[src/rtl/cdiv_pkg.sv]
package cdiv_pkg;

    // Source that drives the channel output
    typedef enum logic [1:0] {
        SRC_FORCE = 2'd0,
        SRC_CLK   = 2'd1,
        SRC_STAGE = 2'd2
    } cdiv_src_e;

endpackage

[src/rtl/cdiv_stage.sv]
module cdiv_stage #(
    parameter int CNT_W = 4
) (
    input  logic             clk,
    input  logic             hold,
    input  logic             tick_en,
    input  logic [CNT_W-1:0] low_cfg,
    input  logic [CNT_W-1:0] high_cfg,
    input  logic             start_cfg,
    input  logic             bypass_cfg,
    output logic             lvl_o,
    output logic             rise_o
);

    typedef struct packed {
        logic [CNT_W-1:0] cnt;
        logic             lvl;
        logic [CNT_W-1:0] sh_low;
        logic [CNT_W-1:0] sh_high;
        logic             sh_start;
    } stage_st_t;

    stage_st_t st_d, st_q;
    logic [CNT_W-1:0] limit;
    logic             at_end;
    logic             rise_d;

    always_comb begin
        st_d   = st_q;
        rise_d = 1'b0;
        limit  = st_q.lvl ? st_q.sh_high : st_q.sh_low;
        at_end = (st_q.cnt == limit);
        if (hold) begin
            st_d.cnt      = '0;
            st_d.lvl      = start_cfg;
            st_d.sh_low   = low_cfg;
            st_d.sh_high  = high_cfg;
            st_d.sh_start = start_cfg;
        end else if (bypass_cfg) begin
            // counting idle; input events pass straight on
            st_d.cnt     = '0;
            st_d.lvl     = st_q.sh_start;
            st_d.sh_low  = low_cfg;
            st_d.sh_high = high_cfg;
            rise_d       = tick_en;
        end else if (tick_en) begin
            if (at_end) begin
                st_d.cnt = '0;
                st_d.lvl = ~st_q.lvl;
                rise_d   = ~st_q.lvl;
                // returning to the start level closes a full period
                if (~st_q.lvl == st_q.sh_start) begin
                    st_d.sh_low  = low_cfg;
                    st_d.sh_high = high_cfg;
                end
            end else begin
                st_d.cnt = st_q.cnt + 1'b1;
            end
        end
    end

    always_ff @(posedge clk) begin
        st_q <= st_d;
    end

    assign lvl_o  = st_q.lvl;
    assign rise_o = rise_d;

endmodule

[src/rtl/cdiv_outmux.sv]
module cdiv_outmux #(
    parameter int N_STAGES = 2
) (
    input  logic                clk,
    input  logic                force_eff,
    input  logic [N_STAGES-1:0] stage_lvl,
    input  logic [N_STAGES-1:0] stage_byp,
    output logic                out_o
);
    import cdiv_pkg::*;

    cdiv_src_e sel;
    logic      stage_val;

    always_comb begin
        sel       = SRC_CLK;
        stage_val = 1'b0;
        // the last counting stage in the chain owns the output
        for (int i = 0; i < N_STAGES; i++) begin
            if (!stage_byp[i]) begin
                sel       = SRC_STAGE;
                stage_val = stage_lvl[i];
            end
        end
        if (force_eff) sel = SRC_FORCE;
        case (sel)
            SRC_FORCE: out_o = 1'b1;
            SRC_STAGE: out_o = stage_val;
            default:   out_o = clk;
        endcase
    end

endmodule

[src/rtl/cdiv_channel.sv]
module cdiv_channel #(
    parameter int CNT_W = 4
) (
    input  logic             clk,
    input  logic             rst,
    input  logic             sync_i,
    input  logic [CNT_W-1:0] s1_low,
    input  logic [CNT_W-1:0] s1_high,
    input  logic             s1_start,
    input  logic             s1_bypass,
    input  logic [CNT_W-1:0] s2_low,
    input  logic [CNT_W-1:0] s2_high,
    input  logic             s2_start,
    input  logic             s2_bypass,
    input  logic             nosync_i,
    input  logic             force_hi_i,
    input  logic             dcc_off_i,
    output logic             clk_out,
    output logic             hold_o,
    output logic             dcc_off_o
);
    localparam int N_STAGES = 2;

    typedef struct packed {
        logic busy;
        logic dcc;
    } chan_st_t;

    chan_st_t ch_d, ch_q;

    logic             hold;
    logic             force_eff;
    logic [N_STAGES:0] tick;
    logic [N_STAGES-1:0] lvl;
    logic [N_STAGES-1:0] byp;
    logic [N_STAGES-1:0] start_a;
    logic [CNT_W-1:0] low_a  [N_STAGES];
    logic [CNT_W-1:0] high_a [N_STAGES];

    assign hold      = rst | (sync_i & ~nosync_i);
    assign force_eff = force_hi_i & nosync_i;

    assign low_a[0]  = s1_low;
    assign low_a[1]  = s2_low;
    assign high_a[0] = s1_high;
    assign high_a[1] = s2_high;
    assign start_a   = {s2_start, s1_start};
    assign byp       = {s2_bypass, s1_bypass};
    assign tick[0]   = 1'b1;

    for (genvar g = 0; g < N_STAGES; g++) begin : g_stage
        cdiv_stage #(.CNT_W(CNT_W)) u_stage (
            .clk        (clk),
            .hold       (hold),
            .tick_en    (tick[g]),
            .low_cfg    (low_a[g]),
            .high_cfg   (high_a[g]),
            .start_cfg  (start_a[g]),
            .bypass_cfg (byp[g]),
            .lvl_o      (lvl[g]),
            .rise_o     (tick[g+1])
        );
    end

    cdiv_outmux #(.N_STAGES(N_STAGES)) u_mux (
        .clk       (clk),
        .force_eff (force_eff),
        .stage_lvl (lvl),
        .stage_byp (byp),
        .out_o     (clk_out)
    );

    // tick[N_STAGES] marks the edge at which the channel output rises
    always_comb begin
        ch_d = ch_q;
        if (hold) begin
            ch_d.busy = 1'b1;
        end else if (tick[N_STAGES]) begin
            ch_d.busy = 1'b0;
        end
        ch_d.dcc = rst ? 1'b0 : dcc_off_i;
    end

    always_ff @(posedge clk) begin
        ch_q <= ch_d;
    end

    assign hold_o    = ch_q.busy;
    assign dcc_off_o = ch_q.dcc;

endmodule

[config.mk]
export PLATFORM = sky130hd
export DESIGN_NAME = cdiv_channel
export DESIGN_NICKNAME = d
export VERILOG_FILES = /design/src/rtl/cdiv_pkg.sv /design/src/rtl/cdiv_stage.sv /design/src/rtl/cdiv_outmux.sv /design/src/rtl/cdiv_channel.sv
export SDC_FILE = /design/constraint.sdc
export NUM_CORES = 1
export LEC_CHECK = 0
export ABC_CLOCK_PERIOD_IN_PS = 5280
export BUFFER_PORTS_ARGS = -buffer_cell sky130_fd_sc_hd__buf_4
export CORE_ASPECT_RATIO = 0.7
export CORE_MARGIN = 8
export CORE_UTILIZATION = 45
export CTS_CLUSTER_DIAMETER = 100
export DETAILED_ROUTE_END_ITERATION = 12
export PLACE_DENSITY = 0.68
export SLEW_MARGIN = 10
export SYNTH_ARGS = -nofsm -noshare
export SYNTH_HDL_FRONTEND = slang
export SYNTH_SLANG_ARGS = --single-unit
[constraint.sdc]
create_clock -name clk -period 5.28 [get_ports clk]
set_input_delay 0 -clock clk [delete_from_list [all_inputs] [get_ports clk]]
set_output_delay 0 -clock clk [all_outputs]
set_load 0.05 [all_outputs]
Yosys cells after proc, flatten, opt, wreduce, memory -nomap -nowiden
Cells that the tools add are included.

Bitwise logic cells: 6. Add/sub/neg operators: 2. Equal/unequal tests: 5. Reductions and logical operators: 11. Multiplexer cells: 25.

Operators with widths (count): 9-bit 2-to-1 mux (7); 8-bit 2-to-1 mux (2); 3-bit nonzero test (5); 4-bit 2-to-1 mux (3); 1-bit 2-to-1 mux (9); 4-bit by 1-bit adder with 4-bit output, second input constant (2); 4-bit equality test (2); 2-bit 2-to-1 mux (3); 2-bit AND reduction (2); 1-bit NOT (3); 3-bit AND reduction (1); 3-bit OR reduction (1); 1-bit AND (2); 1-bit equality test (2); 2-bit equality test, second input constant (1); 2-bit logical NOT (1); 1-bit case mux with 2 select lines (1); 2-bit OR reduction (1); 1-bit OR (1).

Output and inout port bits: 3. Flip-flop bits (word level): 30. Word-level logic and storage cells: 61. Input port bits: 26.

Logic depth before layout (Yosys ltp)
Gate-level depths: netlist (run 1).

Depth in word-level cells: 8. Mapped depth: 7. Depth with buffers taken out: 5.

By module
A second synthesis (run 1) with hierarchy kept.

Cell total of the unflattened synthesis: 113. Area total of the unflattened synthesis: 1410.1 um2.

Modules (own cells, without submodules): cdiv_stage (area each 650.6 um2, cells an instance 50, times used 2, seq. area each 380.4 um2); cdiv_channel (area each 83.8 um2, cells an instance 9, times used 1, seq. area each 40.0 um2); cdiv_outmux (area each 25.0 um2, cells an instance 4, times used 1, seq. area each 0.0 um2).

==> reports/results.tsv, run 1 <==
stage	metric	value	unit
die	initial_utilization	48.02	%
cts	clk_pin_slew_worst_paths	60	ps
global_route	grt_pass1_wl	4802	microns
setup_path	criticalPathCategory	clk -> out	
route	firstDrtPassIters	4	
setup_path	critical_path.cell_chain	clkbuf_8, clkbuf_8, a21oi_1, o21ai_0, buf_4	
pwr	p_clk_share	40.9	%
synthesis	synth_area_leader_cell	edfxtp_1	
setup_path	crit_path_top_delay_cell	buf_4	
cts	resized_gates_after_cts	0	
run_status	outcome	finished clean	
setup_path	end_kind	primary output	
die	chipHeight	62.08	microns
finish	design.final.nets	192	
synthesis	synth_sequential_area_ratio	58.66	%
die	row_count	16	
finish	nFillCells	203	
timing	final-setup-viol-count	0	
setup_path	critical_path.startpoint_type	clock port	
die	core_area	0.002843	sq mm
synthesis	post_synth_and_or_nand_nor_area_fraction	11.55	%
finish	drive_gt1_share	24.85	%
placement	detailedPlacementHpwl	2053	microns
global_route	grt_max_degree	13	
pwr	intPower	463.3	uW
cts	clock_tree_from_tritoncts	yes	
synthesis	synth_area	0.001365	sq mm
synthesis	synthArstFlopShare	0	%
finish	mostFrequentLayoutCells	28 x buf_4, 20 x edfxtp_1, 20 x dlygate4sd3_1	
synthesis	mean_instance_size_in_the_synthesized_netlist	12.30	sq um
pwr	switching_share	23.95	%
synthesis	synth_adder_area_share	1.833	%
synthesis	ys_seq_elements	30	
synthesis	synth_edf_count	20	
timing	totalNegativeSetupSlack	0	ps
route	viasPerCell	5.184	
setup_path	path_common_cell	clkbuf_8	
min_path	hold_path_class	in -> reg	
route	route.detailed.wl_per_inst	15.24	microns
setup_path	r2r_start	g_stage[0].u_stage.lvl_o$_DFFE_PP_	
synthesis	synth_compound_area_share	9.533	%
die	die_x	81.83	microns
route	ant_nets	0	
cts	postCtsSetupBuffers	0	
timing	worst-slew-pin-transition	757.1	ps
setup_path	worstPathArrival	3270	ps
timing	postLayoutSetupSlackWorst	2011	ps
setup_path	cp-startpoint	clk	
route	totalWireLength	3063	microns
setup_path	worst_stage_delay_on_the_critical_path	190	ps
finish	areaGrowthSynthToFinish	41.34	%
finish	diodes_inserted	0	
setup_path	crit_fanout	2	
die	dieArea	0.005080	sq mm
pwr	p_switching	145.9	uW
synthesis	syn-num-nets	139	
pwr	combPwrFrac	13.1	%
placement	finalWeightedCongestion	0.7770	
placement	post_placement_setup_slack	2272	ps
synthesis	postSynth.topFlopCell	edfxtp_1	
flow_run	max_cap_violations	0	
route	route.detailed.drc	0	
timing	hold_violations	0	
global_route	number_of_global_route_vias_before_repair	1042	
timing	timing.max_slew.rel_slack	49.22	%
synthesis	synth-xor-area-share	7.699	%
pwr	seqPwrFrac	45.9	%
synthesis	dominant_combinational_cell_family_by_area_after_synthesis	simple AND/OR/NAND/NOR gates	
setup_path	cp_data_required_time	5280	ps
synthesis	synth.distinct_cells	33	
finish	post-route-util	67.87	%
placement	numPortBuffers	28	
finish	final_common_cell	buf_4	
min_path	worst_hold_startpoint	s1_bypass	
synthesis	ys_warn_count	0	
die	num_io_pins	29	
synthesis	post_synth_inst_count	111	
synthesis	netlist.area_leader.share	44.00	%
pwr	power_density_relative_to_cell_area	315.7	mW/mm^2
pwr	vdd.ir_drop.worst	0.2090	mV
pwr	static-leakage-power	0.7719	nW
cts	clkLatencyLatePin	380	ps
route	first_iter_violations	75	
global_route	grtUsageTotal	13.52	%
timing	final-max-slew-violation-count	0	
synthesis	yosys-top-cells-area	edfxtp_1 44%, dfxtp_1 15%, mux2i_1 7.3%, xnor2_1 5.1%, xor2_1 2.6%	
synthesis	synth_mux_area_share	7.333	%
pwr	p_total	609.2	uW
global_route	globalRoute.totalOverflow	0	
global_route	grt_antenna_before_repair	0	
timing	grt_setup_unrepaired	no	
timing	clock-skew-final	4.242	ps
route	num_vias	1042	
flip-flops by register name, indices dropped and copies added (netlist names):
name and count:
hold_o 1, dcc_off_o 1, g_stage.u_stage.st_q 26, g_stage.u_stage.lvl_o 2
power groups by stage:
| stage | combinational (mW) | sequential (mW) | clock [mW] |
|---|---|---|---|
| finish | 0.0799 | 0.280 | 0.249 |
| global route | 0.0868 | 0.281 | 0.268 |
| CTS | 0.0786 | 0.279 | 0.256 |
| detailed placement | 0.0662 | 0.284 | 0.0103 |
| global placement | 0.0637 | 0.283 | 0.0103 |
| floorplan | 0.0459 | 0.280 | 0.00779 |
metrics by stage:
step / cells / area (sq um) / hold slack [ps]
after CTS: 201 / 1924 / 19.08
after global placement: 170 / 1593 / 169.4
after detailed placement: 170 / 1593 / 177.5
final: 201 / 1929 / 25.77
after floorplan: 111 / 1365 / 71.61
after global routing: 201 / 1929 / 51.07
area by class of cell:
| type | count | area [sq um] | share of cell area [%] |
|---|---|---|---|
| Clock buffer | 10 | 131.4 | 6.809 |
| Sequential cell | 30 | 800.8 | 41.50 |
| Clock inverter | 2 | 7.507 | 0.3891 |
| Inverter | 5 | 18.77 | 0.9728 |
| Multi-Input combinational cell | 71 | 523.0 | 27.11 |
| Timing Repair Buffer | 47 | 402.9 | 20.88 |
| Tap cell | 36 | 45.04 | 2.335 |
timing repair:
item	4_1_cts	5_1_grt
endpoints found under the hold margin	21	0
hold buffers	20	0
setup endpoints to repair	0	0
critical path: cells and delay by family:
| kind | cells | cell delay [ps] |
|---|---|---|
| buffers and inverters | 3 | 410 |
| AO/OA/AOI/OAI | 2 | 210 |
per-layer routing:
metal	global-route usage (%)	part of all wire, %
met5	0	0
met2	19.06	43
met3	7.759	9.4
met4	8.209	1.8
met1	15.60	45
worst paths after layout:
check                                                           endpoint  slack (ps)  depth (start not counted)
worst max-delay path                                             clk_out        2010                          5
worst min-delay path            g_stage[1].u_stage.st_q[12]$_SDFFE_PP0P_          30                          3
worst max register to register      g_stage[1].u_stage.st_q[5]$_DFFE_PP_        2600                          5
worst min register to register    g_stage[0].u_stage.st_q[10]$_SDFF_PP0_         480                          1
kinds of logic (layout without fill, tap and decap cells):
family,Yosys count,count (layout)
DFF,30,30
and+or+nand+nor,28,28
AOI/OAI and AO/OA,19,19
xor gates and xnor gates,12,12
muxes,10,10
buffers and inverters,10,64
adders and majority gates,2,2
synth_stat cells (all sizes together), types with 2 or more instances:
library cell and count:
edfxtp 20, dfxtp 10, mux2i 10, nor2 8, xnor2 8, o21ai 6, a21oi 5, inv 5
nand2 5, xor2 4, clkbuf 3, nand3 3, nand4 3, buf 2, ha 2, nand3b 2
Note: power is estimated with default switching activity, not from simulation.
==> run 2: changes to the inputs <==
Settings changed: ABC_CLOCK_PERIOD_IN_PS 5280 to 2700, PLACE_DENSITY 0.68 to 0.7.
Clock period 5.28 ns to 2.7 ns, I/O delays scaled along.
==> reports/results.tsv, run 2 (synthesized netlist as in run 1, its figures left out) <==
stage	metric	value	unit	change
global_route	number_of_global_route_vias_before_repair	1050		was 1042
die	die_x	81.83	microns	unchanged
setup_path	cp.buffers_inverters	1		was 3
finish	design.final.nets	193		was 192
setup_path	critical_path.startpoint_type	register		was clock port
setup_path	criticalPathCategory	reg -> reg		was clk -> out
setup_path	crit_fanout	8		was 2
die	num_io_pins	29		unchanged
finish	diodes_inserted	0		unchanged
min_path	worst_hold_startpoint	s2_bypass		was s1_bypass
timing	fin_crit	2382	ps	
timing	postLayoutSetupSlackWorst	318.2	ps	was 2011 ps
cts	clock_tree_from_tritoncts	yes		unchanged
timing	totalNegativeSetupSlack	0	ps	unchanged
timing	achievable-frequency	0.4198	GHz	
setup_path	end_kind	register		was primary output
global_route	grt_pass1_wl	4774	microns	was 4802 microns
placement	numPortBuffers	28		unchanged
timing	hold_violations	0		unchanged
finish	final_common_cell	buf_4		unchanged
placement	detailedPlacementHpwl	1990	microns	was 2053 microns
cts	clk_pin_slew_worst_paths	60	ps	about the same
route	viasPerCell	5.119		was 5.184
die	initial_utilization	48.02	%	unchanged
global_route	grt_max_degree	13		unchanged
setup_path	critical_path.cell_chain	mux2i_1, xnor2_1, nor4_4, a21oi_2, o31ai_1, buf_4		was clkbuf_8, clkbuf_8, a21oi_1, o21ai_0, buf_4
timing	clock-skew-final	4.496	ps	was 4.242 ps
route	route.detailed.drc	0		unchanged
setup_path	cp_data_required_time	2780	ps	was 5280 ps
placement	finalWeightedCongestion	0.7997		was 0.7770
pwr	p_total	1.165	mW	was 609.2 uW
pwr	vdd.ir_drop.worst	0.5329	mV	was 0.2090 mV
flow_run	max_cap_violations	0		unchanged
global_route	grt_antenna_before_repair	0		unchanged
timing	final-setup-viol-count	0		unchanged
setup_path	r2r_start	g_stage[0].u_stage.lvl_o$_DFFE_PP_		unchanged
timing	timing.max_slew.rel_slack	57.68	%	was 49.22%
cts	resized_gates_after_cts	0		unchanged
timing	worst-slew-pin-transition	632.4	ps	was 757.1 ps
global_route	grtUsageTotal	13.01	%	was 13.52%
route	num_vias	1034		was 1042
route	firstDrtPassIters	4		unchanged
die	dieArea	0.005080	sq mm	unchanged
die	chipHeight	62.08	microns	unchanged
pwr	power_density_relative_to_cell_area	606.0	mW/mm^2	was 315.7 mW/mm^2
die	core_area	0.002843	sq mm	unchanged
route	first_iter_violations	82		was 75
finish	areaGrowthSynthToFinish	40.79	%	was 41.34%
timing	final-max-slew-violation-count	0		unchanged
placement	post_placement_setup_slack	351.6	ps	was 2272 ps
timing	timing.final.crit_share	88.22	%	
setup_path	worst_path_dominant_cell_family	flip-flops		was buffers and inverters
setup_path	worst_stage_delay_on_the_critical_path	550	ps	was 190 ps
route	totalWireLength	2939	microns	was 3063 microns
pwr	static-leakage-power	0.7688	nW	was 0.7719 nW
global_route	globalRoute.totalOverflow	0		unchanged
finish	registers.top_by_ff_count	g_stage.u_stage.st_q		unchanged
min_path	hold_path_class	in -> reg		unchanged
route	route.detailed.wl_per_inst	14.55	microns	was 15.24 microns
setup_path	worstPathArrival	2460	ps	was 3270 ps
cts	clkLatencyLatePin	370	ps	was 380 ps
route	ant_nets	0		unchanged
cts	cts_hold_buffers	20		unchanged
finish	mostFrequentLayoutCells	29 x buf_4, 20 x edfxtp_1, 20 x dlygate4sd3_1		was 28 x buf_4, 20 x edfxtp_1, 20 x dlygate4sd3_1
finish	drive_gt1_share	24.10	%	was 24.85%
run_status	outcome	finished clean		unchanged
timing	grt_setup_unrepaired	no		unchanged
setup_path	cp-startpoint	g_stage[0].u_stage.lvl_o$_DFFE_PP_		was clk
setup_path	crit_path_top_delay_cell	edfxtp_1		was buf_4
cts	postCtsSetupBuffers	0		unchanged
die	row_count	16		unchanged
finish	largest_register_ff_count	26		unchanged
-- run 2: area by class of cell --
cell class | count | area, sq um
Fill cell | 213 | 920.9
Tap cell | 36 | 45.04
Inverter | 5 | 18.77
Multi-Input combinational cell | 71 | 518.0
Clock buffer | 12 | 128.9
Sequential cell | 30 | 800.8
Timing Repair Buffer | 48 | 410.4
-- run 2: worst reg2reg max path, cell delays in order, from the launching register on --
cell and delay, ps:
edfxtp_1 550, mux2i_1 300, xnor2_1 130, nor4_4 440, a21oi_2 200, o31ai_1 250, buf_4 220
-- run 2: per-stage QoR --
step / area, sq um / hold WS, ps / std cells / util, %
after detailed placement: 1600 / 177.6 / 171 / 56.29
after global routing: 1922 / 45.87 / 202 / 67.61
final: 1922 / 37.47 / 202 / 67.61
after CTS: 1922 / 36.74 / 202 / 67.61
after floorplan: 1365 / 71.61 / 111 / -
after global placement: 1600 / 169.6 / 171 / 56.29
-- run 2: final timing paths --
kind,endpoint,slack (ps),cells past startpoint
worst max-delay path,g_stage[1].u_stage.st_q[1]$_DFFE_PP_,320,6
worst min-delay path,g_stage[1].u_stage.lvl_o$_DFFE_PP_,40,3
worst max register to register,g_stage[1].u_stage.st_q[1]$_DFFE_PP_,320,6
worst min register to register,g_stage[0].u_stage.st_q[10]$_SDFF_PP0_,530,1
-- run 2: routing by layer --
layer	part of all wire [%]	track usage, %	vias up
li1	-	-	513
met1	48	15.31	484
met2	44	19.17	35
met3	7.7	6.753	2
met4	0.48	6.468	0
met5	0	0	-
-- run 2: power by group --
part | internal [mW] | switching (mW)
sequential | 0.523 | 0.0221
clock | 0.283 | 0.183
combinational | 0.0832 | 0.0702
total | 0.889 | 0.275
